--- config.mk ---
export PLATFORM = sky130hd
export DESIGN_NAME = ffe_tap_switch_matrix
export DESIGN_NICKNAME = d
export VERILOG_FILES = /design/src/rtl/ffe_sw_pkg.sv /design/src/rtl/ffe_sw_history.sv /design/src/rtl/ffe_sw_phase_router.sv /design/src/rtl/ffe_sw_out_reg.sv /design/src/rtl/ffe_tap_switch_matrix.sv
export SDC_FILE = /design/constraint.sdc
export NUM_CORES = 1
export LEC_CHECK = 0
export BUFFER_PORTS_ARGS = -buffer_cell sky130_fd_sc_hd__buf_2
export CORE_AREA = 10 10 63 65
export DETAILED_ROUTE_END_ITERATION = 12
export DIE_AREA = 0 0 73 75
export GPL_TIMING_DRIVEN = 0
export PLACE_DENSITY = 0.82
export RECOVER_POWER = 100
export SETUP_SLACK_MARGIN = 0.05
export SLEW_MARGIN = 30
export SYNTH_ARGS = -nofsm -noshare
export SYNTH_HDL_FRONTEND = slang
export SYNTH_SLANG_ARGS = --single-unit
--- constraint.sdc ---
create_clock -name clk -period 2.5 [get_ports clk]
set_clock_uncertainty 0.15 [all_clocks]
set_input_delay 0.375 -clock clk [delete_from_list [all_inputs] [get_ports clk]]
set_output_delay 0.375 -clock clk [all_outputs]
set_load 0.01 [all_outputs]
--- src/rtl/ffe_sw_pkg.sv ---
package ffe_sw_pkg;

   // Tap codes; the tap code also equals its delay in serial bits
   // relative to the pre-cursor lane.
   typedef enum logic [1:0] {
      TAP_PRE   = 2'd0,
      TAP_MAIN  = 2'd1,
      TAP_POST1 = 2'd2,
      TAP_POST2 = 2'd3
   } tap_code_e;

   // Serial position inside a word of a lane bit, before the tap delay.
   function automatic int lane_pos(input int phase, input int slot, input int phases);
      return slot * phases + phase;
   endfunction

   // Source bit of the current word for (phase, tap, slot); negative
   // values point into the history of the previous word.
   function automatic int src_bit(input int phase, input int tap, input int slot,
                                  input int phases);
      return lane_pos(phase, slot, phases) - tap;
   endfunction

   // Flat position of a lane bit inside the output bundle.
   function automatic int flat_idx(input int phase, input int tap, input int slot,
                                   input int taps, input int slots);
      return (phase * taps + tap) * slots + slot;
   endfunction

endpackage

--- src/rtl/ffe_sw_history.sv ---
module ffe_sw_history #(
   parameter int WORD_W = 16,
   parameter int HIST_W = 3
) (
   input  logic              clk,
   input  logic              rst_n,
   input  logic              load,
   input  logic [WORD_W-1:0] word_i,
   output logic [HIST_W-1:0] hist_o
);

   localparam int TOP_LSB = WORD_W - HIST_W;

   generate
      if (HIST_W < 1 || HIST_W >= WORD_W) begin : g_bad_hist
         $error("ffe_sw_history: HIST_W must be in 1..WORD_W-1");
      end
   endgenerate

   logic [HIST_W-1:0] hist_q;

   always_ff @(posedge clk or negedge rst_n) begin
      if (!rst_n) begin
         hist_q <= '0;
      end else if (load) begin
         hist_q <= word_i[WORD_W-1:TOP_LSB];
      end
   end

   assign hist_o = hist_q;

   logic unused_low;
   assign unused_low = ^word_i[TOP_LSB-1:0];

   // idle cycles leave the history untouched
   a_r5_hist_stable : assert property (@(posedge clk) disable iff (!rst_n)
      !load |=> $stable(hist_o));

   // a valid word deposits its top bits
   a_r5_hist_load : assert property (@(posedge clk) disable iff (!rst_n)
      load |=> hist_o == $past(word_i[WORD_W-1:TOP_LSB]));

endmodule

--- src/rtl/ffe_sw_phase_router.sv ---
module ffe_sw_phase_router
   import ffe_sw_pkg::*;
#(
   parameter int WORD_W = 16,
   parameter int PHASES = 4,
   parameter int TAPS   = 4,
   parameter int PHASE  = 0,
   localparam int SLOTS  = WORD_W / PHASES,
   localparam int HIST_W = TAPS - 1,
   localparam int LANE_W = TAPS * SLOTS
) (
   input  logic [WORD_W-1:0] word_i,
   input  logic [HIST_W-1:0] hist_i,
   output logic [LANE_W-1:0] lanes_o
);

   generate
      if (PHASE < 0 || PHASE >= PHASES) begin : g_bad_phase
         $error("ffe_sw_phase_router: PHASE out of range");
      end
   endgenerate

   // Each lane bit is a pure wire: either a bit of the current word or,
   // for positions reaching before bit 0, a held bit of the previous word.
   for (genvar t = 0; t < TAPS; t++) begin : g_tap
      for (genvar s = 0; s < SLOTS; s++) begin : g_slot
         localparam int N = src_bit(PHASE, t, s, PHASES);
         if (N >= 0) begin : g_cur
            assign lanes_o[t*SLOTS + s] = word_i[N];
         end else begin : g_hist
            assign lanes_o[t*SLOTS + s] = hist_i[N + HIST_W];
         end
      end
   end

   logic unused_in;
   assign unused_in = ^{word_i, hist_i};

endmodule

--- src/rtl/ffe_sw_out_reg.sv ---
module ffe_sw_out_reg #(
   parameter int OUT_W        = 64,
   parameter bit HOLD_ON_IDLE = 1'b1
) (
   input  logic             clk,
   input  logic             rst_n,
   input  logic             valid_i,
   input  logic [OUT_W-1:0] data_i,
   output logic             valid_o,
   output logic [OUT_W-1:0] data_o
);

   logic             valid_q;
   logic [OUT_W-1:0] data_q;

   always_ff @(posedge clk or negedge rst_n) begin
      if (!rst_n) valid_q <= 1'b0;
      else        valid_q <= valid_i;
   end

   generate
      if (HOLD_ON_IDLE) begin : g_hold
         always_ff @(posedge clk or negedge rst_n) begin
            if (!rst_n)       data_q <= '0;
            else if (valid_i) data_q <= data_i;
         end

         // idle input leaves the bundle as it was
         a_r6_hold_idle : assert property (@(posedge clk) disable iff (!rst_n)
            !valid_i |=> $stable(data_o));
      end else begin : g_clear
         always_ff @(posedge clk or negedge rst_n) begin
            if (!rst_n)       data_q <= '0;
            else if (valid_i) data_q <= data_i;
            else              data_q <= '0;
         end

         // idle input clears the bundle in this variant
         a_r6_clear_idle : assert property (@(posedge clk) disable iff (!rst_n)
            !valid_i |=> data_o == '0);
      end
   endgenerate

   assign valid_o = valid_q;
   assign data_o  = data_q;

endmodule

--- src/rtl/ffe_tap_switch_matrix.sv ---
module ffe_tap_switch_matrix
   import ffe_sw_pkg::*;
#(
   parameter int WORD_W       = 16,
   parameter int PHASES       = 4,
   parameter int TAPS         = 4,
   parameter bit HOLD_ON_IDLE = 1'b1,
   localparam int SLOTS  = WORD_W / PHASES,
   localparam int HIST_W = TAPS - 1,
   localparam int LANE_W = TAPS * SLOTS,
   localparam int OUT_W  = PHASES * LANE_W
) (
   input  logic              clk,
   input  logic              rst_n,
   input  logic              in_valid,
   input  logic [WORD_W-1:0] in_data,
   output logic              out_valid,
   output logic [OUT_W-1:0]  out_data
);

   generate
      if (PHASES < 1 || (WORD_W % PHASES) != 0) begin : g_bad_split
         $error("ffe_tap_switch_matrix: WORD_W must be a multiple of PHASES");
      end
      if (TAPS < 2 || TAPS > WORD_W) begin : g_bad_taps
         $error("ffe_tap_switch_matrix: TAPS must be in 2..WORD_W");
      end
   endgenerate

   logic [HIST_W-1:0] hist;
   logic [OUT_W-1:0]  bundle;

   ffe_sw_history #(
      .WORD_W (WORD_W),
      .HIST_W (HIST_W)
   ) u_hist (
      .clk    (clk),
      .rst_n  (rst_n),
      .load   (in_valid),
      .word_i (in_data),
      .hist_o (hist)
   );

   for (genvar k = 0; k < PHASES; k++) begin : g_phase
      ffe_sw_phase_router #(
         .WORD_W (WORD_W),
         .PHASES (PHASES),
         .TAPS   (TAPS),
         .PHASE  (k)
      ) u_route (
         .word_i  (in_data),
         .hist_i  (hist),
         .lanes_o (bundle[k*LANE_W +: LANE_W])
      );
   end

   ffe_sw_out_reg #(
      .OUT_W        (OUT_W),
      .HOLD_ON_IDLE (HOLD_ON_IDLE)
   ) u_oreg (
      .clk     (clk),
      .rst_n   (rst_n),
      .valid_i (in_valid),
      .data_i  (bundle),
      .valid_o (out_valid),
      .data_o  (out_data)
   );

   localparam int IDX_MAIN_P0S1 = flat_idx(0, int'(TAP_MAIN), 1, TAPS, SLOTS);
   localparam int SRC_MAIN_P0S1 = src_bit(0, int'(TAP_MAIN), 1, PHASES);
   localparam int IDX_PRE_P0S0  = flat_idx(0, int'(TAP_PRE), 0, TAPS, SLOTS);
   localparam int IDX_MAIN_P1S0 = flat_idx(1, int'(TAP_MAIN), 0, TAPS, SLOTS);

   // valid out is the one-cycle-late valid in
   a_r2_valid_follow : assert property (@(posedge clk) disable iff (!rst_n)
      $past(rst_n) |-> out_valid == $past(in_valid));

   // an in-word main-cursor bit lands one cycle later
   if (SLOTS > 1) begin : g_a_r3
      a_r3_main_lane : assert property (@(posedge clk) disable iff (!rst_n)
         in_valid |=> out_data[IDX_MAIN_P0S1] == $past(in_data[SRC_MAIN_P0S1]));
   end

   // pre-cursor at one position equals main cursor one position later
   if (PHASES > 1) begin : g_a_r7
      a_r7_tap_align : assert property (@(posedge clk) disable iff (!rst_n)
         out_valid |-> out_data[IDX_PRE_P0S0] == out_data[IDX_MAIN_P1S0]);
   end

endmodule

; Word level (Yosys, flattened, before mapping)
; Cells that the tools add are included.
[word_totals]
ff_bits = 68
inputBits = 19
output_inout_bits = 65
word_cells = 3

; Depth between registers and ports, before layout
; Gate-level depths: netlist of run 1.
[depth]
word_depth = 0
depth_mapped = 3
mapped_depth_nobuf = 1

; Modules after synthesis
; A second synthesis of run 1 with hierarchy kept.
[unflattened]
cells_unflattened = 206
hier_area_um2 = 3293.2
[by_module_without_submodules]
columns = module, n_inst, cells_each, area_each_um2
row1 = ffe_sw_out_reg, 1, 136, 2703.8
row2 = ffe_sw_phase_router, 4, 16, 120.1
row3 = ffe_sw_history, 1, 6, 108.9

; Worst setup path before layout of run 1
; No wires, ideal clock.
[synth_timing]
kind = input -> register
startpoint = input port in_valid
endpoint = register u_hist.hist_q[0] (netlist: u_hist.hist_o[0])
setup_time_ns = 0.125
t_arrival_ns = 0.924
required_ns = 2.225
slack_ns = 1.301
cell_stages = 3
path_cell_list = buf_6 buf_12 mux2_4
[synth_rtl]
columns = item, line_no
row1 = "start, declared", ffe_tap_switch_matrix.sv:15  ; input logic in_valid,
row2 = "end signal, assigned", ffe_sw_history.sv:26  ; hist_q <= word_i[WORD_W-1:TOP_LSB];
row3 = "end, declared", ffe_sw_history.sv:20  ; logic [HIST_W-1:0] hist_q;
; No word-level cell between the ends.

; Worst setup path after layout of run 1
[layout_timing]
startpoint = input port in_valid
endpoint = register u_oreg.data_q[44] (netlist: u_oreg.data_o[44])
[layout_rtl]
columns = item, line_no
row1 = "end signal, assigned", ffe_sw_out_reg.sv:25  ; else if (valid_i) data_q <= data_i;
row2 = "end, declared", ffe_sw_out_reg.sv:14  ; logic [OUT_W-1:0] data_q;
; No word-level cell between the ends.

==> impl_metrics.ini, run 1 <==
[critical_path]
slowest_delay_ns = 0.50
crit_path_start_kind = primary input
path_cells = clkbuf_1, clkbuf_1, clkbuf_1, mux2_1
worst_setup_path_end_kind = flip-flop
crit_buf_inv = 3
setup.worst_path.end = u_oreg.data_o[44]
rrSetupSlack_ns = 1.50
critPathTopFamily = buffers and inverters
cp.depth = 4
rr_worst_depth = 1
startpoint = in_valid
regToRegStartpoint = u_oreg.data_o[57]
cp_slowest_cell = clkbuf_1
cp_max_fo = 10
required_ns = 2.52
arrival_ns = 1.80
regToRegEndpoint = u_oreg.data_o[57]
crit_type = primary input to flip-flop
crit_top_cell = clkbuf_1

[placement]
pre_cts_ws_ns = 1.120
gp_congestion = 0.6500
dp.cells = 200
dp_hpwl_um = 2481
io_buffers = 83

[cts]
ctsHtreeMaxLevel = 1
cts-resized-gates = 0
clk_latency_ns = 0.29
cts_tree = done
clk_pin_slew_worst_paths_ns = 0.11
postCtsSetupRepairBufs = 0
numClockSinks = 20
cts_buffer_depth = 2
cts_root_buffer = clkbuf_4
numCtsBuffers = 3
hold_buffers = 1

[floorplanning]
die-width_um = 73
die_h_um = 75
die_area_sq_um = 5475
fp-row-count = 19
initial_core_util_pct = 41.37
ios = 84
core-area_sq_um = 2710

[pwr]
p_leak_nw = 0.7960
finalPower_mw = 0.8588
p_int_mw = 0.5906
comb_power_share_pct = 37.1
powerDensity_nw_per_um2 = 566.3
switching_share_pct = 31.23
vdd_drop_max_v = 0.0003459
clockPowerShare_pct = 17.2
seqPwrFrac_pct = 45.6
switchingPower_mw = 0.2682

[synth]
syn_inst = 86
synth.ff_latch_count = 20
synth_top_area_share_pct = 44.64
ys_seq_area_share_pct = 44.64
synthTopCellsByArea = dfrtp_1 45%, buf_4 30%, mux2_4 13%, mux2_2 9.0%, buf_12 1.8%
ys_types = 6
synth_top_area_cell = dfrtp_1
ys_warn_count = 0
syn-cell-area_sq_um = 1121
syn_avg_cell_area_sq_um = 13.04
synthesis.nets = 105

[layout]
final_util_pct = 55.96
layout.nets = 194
antenna_cells = 0
area_delta_synth_final_pct = 35.27
instances_no_fill = 204
fillerInstances = 272
post_route_cells_drive_above_1_share_pct = 65.90

[timing]
tightest_slew_ns = 1.077
slew-limit-headroom_pct = 28.21
rsz0062_at_grt = no
maxSlewViolCount = 0
max_freq_ghz = 0.5638
setup_violations = 0
worst_slack_ns = 0.7263
hold_viol_final = 0
period_share_pct = 70.95
fin_crit_ns = 1.774
finalSetupTns_ns = 0

[global_routing]
grt_usage_pct = 10.63
antenna_found_initial = 0
gr-total-overflow = 0
grt_pass1_vias = 1057
grt_start_max_net_pins = 21
grt_pass1_wl_um = 4733

[drt]
dr.pass1.iters = 4
post_drt_wl_per_cell_um = 14.13
via_per_inst = 4.186
vias = 854
antenna_left = 0
wl_um = 2883
remaining_drc_errors = 0
drtIter0Drc = 15

[status]
status = complete, no violations

[min_path]
hold_path_class = primary input to flip-flop

[run]
maxCapViolations = 0
synth_stat cells (all sizes together):
library cell / count
buf: 47
dfrtp: 20
mux2: 19
stage by stage:
stage | area (sq um) | hold WS [ns]
4_1_cts | 1608 | 0.04883
3_5_place_dp | 1575 | 0.2008
6_report | 1516 | 0.04884
5_1_grt | 1516 | 0.04256
3_3_place_gp | 1575 | 0.1935
2_1_floorplan | 1121 | -0.07059
power groups by stage:
stage               Clock, mW  Sequential [mW]  Combinational [mW]
finish                  0.148            0.392               0.319
detailed placement          0            0.400               0.365
global route            0.171            0.402               0.350
floorplan                   0            0.412               0.202
global placement            0            0.397               0.358
CTS                     0.157            0.395               0.367
flip-flops by register name, indices dropped and copies added (netlist names):
register / flops
u_hist.hist_o: 2
u_oreg.data_o: 17
u_oreg.valid_o: 1
logic make-up (layout without fill, tap and decap cells):
logic type             Yosys count  after routing  synth area share, %
buffers and inverters           47            134                32.92
DFF                             20             20                44.64
muxes                           19             19                22.43
placed cells by master (no fill, tap or decap), drive strengths merged:
cell type and instances:
clkbuf 72, buf 61, dfrtp 20, mux2 19
dlygate4sd3 1
worst min path at each step:
stage	cells past startpoint	end	slack, ns	startpoint
final	1	u_oreg.valid_o	0.05	in_valid
after global routing	1	u_oreg.valid_o	0.04	in_valid
after CTS	1	u_oreg.valid_o	0.05	in_valid
after detailed placement	1	u_oreg.data_o[57]	0.20	rst_n
after global placement	1	u_oreg.data_o[60]	0.19	rst_n
after floorplan	0	u_hist.hist_o[0]	-0.07	rst_n
cell type report:
class                           instances  area, sq um  area share (%)
Tap cell                               31        38.79           2.558
Buffer                                 47        345.3           22.77
Clock buffer                            3        22.52           1.485
Timing Repair Buffer                   84        391.6           25.83
Multi-Input combinational cell         19        217.7           14.36
Sequential cell                        20        500.5           33.00
per-layer routing:
metal / vias up / global-route usage [%] / wire, um
met5: - / 0 / 0
met4: 0 / 1.899 / 9
met3: 2 / 8.016 / 482
met2: 52 / 18.82 / 1388
met1: 393 / 9.645 / 1003
li1: 407 / - / -
(Power assumes the default switching activity.)
==> run 2: changes to the inputs <==
- ABC_AREA: unset -> 1
- CORE_AREA: 10 10 63 65 -> 10 10 65 67
- DIE_AREA: 0 0 73 75 -> 0 0 75 77
- PLACE_DENSITY: 0.82 -> 0.76
- clock period: 2.5 -> 1.75 ns (I/O delays scaled with it)
==> impl_metrics.ini, run 2 <==
[status]
status = complete, no violations

[pwr]
switchingPower_mw = 0.3806
comb_power_share_pct = 34.3
p_leak_nw = 0.9760
powerDensity_nw_per_um2 = 753.3
p_int_mw = 0.8579
switching_share_pct = 30.73
seqPwrFrac_pct = 44.2
clockPowerShare_pct = 21.5
vdd_drop_max_v = 0.0003857

[critical_path]
worst_setup_path_end_kind = primary output
cp_max_fo = 5
crit_path_start_kind = flip-flop
arrival_ns = 1.01
required_ns = 1.34
path_cells = clkbuf_4, buf_2
cp_slowest_cell = dfrtp_1
slowest_delay_ns = 0.44
crit_type = flip-flop to primary output

[global_routing]
grt_util_met2_pct = 17.51
top_usage_layer = met2
grt_usage_pct = 10.18
grt_start_max_net_pins = 21
grt_use_met1_pct = 10.31
met3_usage_pct = 4.891
antenna_found_initial = 0
gr-total-overflow = 0
grt_pass1_vias = 968
grt_pass1_wl_um = 4754

[synth]
syn_inst = 126
yosysMostFrequentCell = nand2_1
syn-cell-area_sq_um = 1101
synth_top_area_cell = dfrtp_1
synth_fa_ha_area_share_pct = 0
ys.flop_type = dfrtp_1
synthMuxAreaShare_pct = 0
synthTopCellsByArea = dfrtp_1 45%, buf_4 31%, nand2_1 19%, buf_6 2.0%, buf_12 1.8%
async_flop_share_pct = 100.0
synthesis.nets = 145
synth.ff_latch_count = 20
synth_top_area_share_pct = 45.45
syn_avg_cell_area_sq_um = 8.739
netlist_top_cells_count = 56 x nand2_1, 45 x buf_4, 20 x dfrtp_1, 2 x buf_6
synth-simple-area-share_pct = 19.66
synth_edf_count = 0
ys_types = 7
ys_warn_count = 0
ys_seq_area_share_pct = 45.45
synth_compound_area_share_pct = 0
synth_top_family_by_area = buffers and inverters
synth_xor_area_share_pct = 0

[cts]
postCtsSetupRepairBufs = 0
cts_tree = done
cts_root_buffer = clkbuf_4
hold_buffers = 7
numCtsBuffers = 3
numClockSinks = 20
clk_latency_ns = 0.29
clk_pin_slew_worst_paths_ns = 0.11
cts_buffer_depth = 2
cts-resized-gates = 0
ctsHtreeMaxLevel = 1

[drt]
wl_um = 3061
dr.pass1.iters = 3
via_per_inst = 3.906
vias = 992
antenna_left = 0
post_drt_wl_per_cell_um = 12.05
drtIter0Drc = 26
remaining_drc_errors = 0

[timing]
period_share_pct = 81.40
finalSetupTns_ns = 0
fin_hold_ws_ns = 0.01015
slew-limit-headroom_pct = 70.34
max_freq_ghz = 0.7020
hold_viol_final = 0
setup_violations = 0
maxSlewViolCount = 0
tightest_slew_ns = 0.4449
rsz0062_at_grt = no
fin_crit_ns = 1.424

[floorplanning]
core-area_sq_um = 2978
initial_core_util_pct = 36.97
die_h_um = 77
fp-row-count = 20
die-width_um = 75
ios = 84
die_area_sq_um = 5775

[run]
maxCapViolations = 0

[layout]
layout.nets = 241
fillerInstances = 298
antenna_cells = 0
largest_register_ffs = 17
layout_commonest_cell = buf_2
final_cell_mix = 59 x buf_2, 56 x nand2_1, 45 x clkbuf_4, 24 x clkbuf_1, 20 x dfrtp_1
register_area_sq_um = 500.5
multi_input_area_sq_um = 216.5
area_delta_synth_final_pct = 49.32
post_route_cells_drive_above_1_share_pct = 50.68

[min_path]
hold_path_class = primary input to flip-flop

[placement]
dp_hpwl_um = 2470
gp_congestion = 0.6508
io_buffers = 83
## run 2: cell count changes after synthesis, sizes merged
cell / delta
buf: +1
inv: +1
nand2: +57
mux2: -19
## run 2: path summary, 6_finish.rpt
path | start | endpoint | slack, ns | depth (start not counted)
worst min-delay path | in_data[7] | u_oreg.data_o[49] | 0.01 | 3
max in group asynchronous | rst_n | u_oreg.data_o[49] | 0.86 | 2
worst max-delay path | u_oreg.data_o[57] | out_data[57] | 0.33 | 2
worst min register to register | u_oreg.data_o[12] | u_oreg.data_o[12] | 0.35 | 2
min in group asynchronous | rst_n | u_oreg.data_o[56] | 0.29 | 2
worst max register to register | u_oreg.data_o[60] | u_oreg.data_o[60] | 0.94 | 2
## run 2: cells by family (layout without fill, tap and decap cells)
kind of cell	after synthesis	count (layout)
buf+inv	49	144
flops	20	20
simple gates	57	57
## run 2: power by group through the flow
stage	Clock [mW]	Combinational [mW]	Sequential (mW)
floorplan	0	0.237	0.573
global placement	0	0.435	0.555
detailed placement	0	0.442	0.558
CTS	0.278	0.454	0.549
global route	0.305	0.469	0.558
finish	0.267	0.424	0.547
## run 2: critical path, delay by kind of cell, from the launching register on
kind | cells | cell delay, ns
flops | 1 | 0.44
buf+inv | 2 | 0.28
## run 2: area by class of cell
| cell class | count | share of cell area, % |
|---|---|---|
| well taps | 33 | 2.511 |
| multi-input cells | 57 | 13.17 |
| flip-flops and latches | 20 | 30.44 |
| clock buffers | 4 | 2.207 |
| repair buffers | 91 | 28.31 |
| plain buffers | 48 | 23.14 |
| inverters | 1 | 0.2283 |
## run 2: per-stage QoR
step                      power, mW  area (sq um)  setup slack [ns]  utilization, %  instances
after floorplan              0.8097          1101            0.7583               -        126
after global placement       0.9905          1558            0.6631           52.31        242
after detailed placement     0.9993          1558            0.6576           52.31        242
after CTS                     1.282          1664            0.3098           55.88        253
after global routing          1.332          1644            0.2255           55.21        254
final                         1.239          1644            0.3256           55.21        254
## run 2: per-layer routing
layer  up-vias  part of all wire, %
li1        520                    -
met1       416                   35
met2        54                   48
met3         2                   17
met4         0                 0.56
met5         -                    0
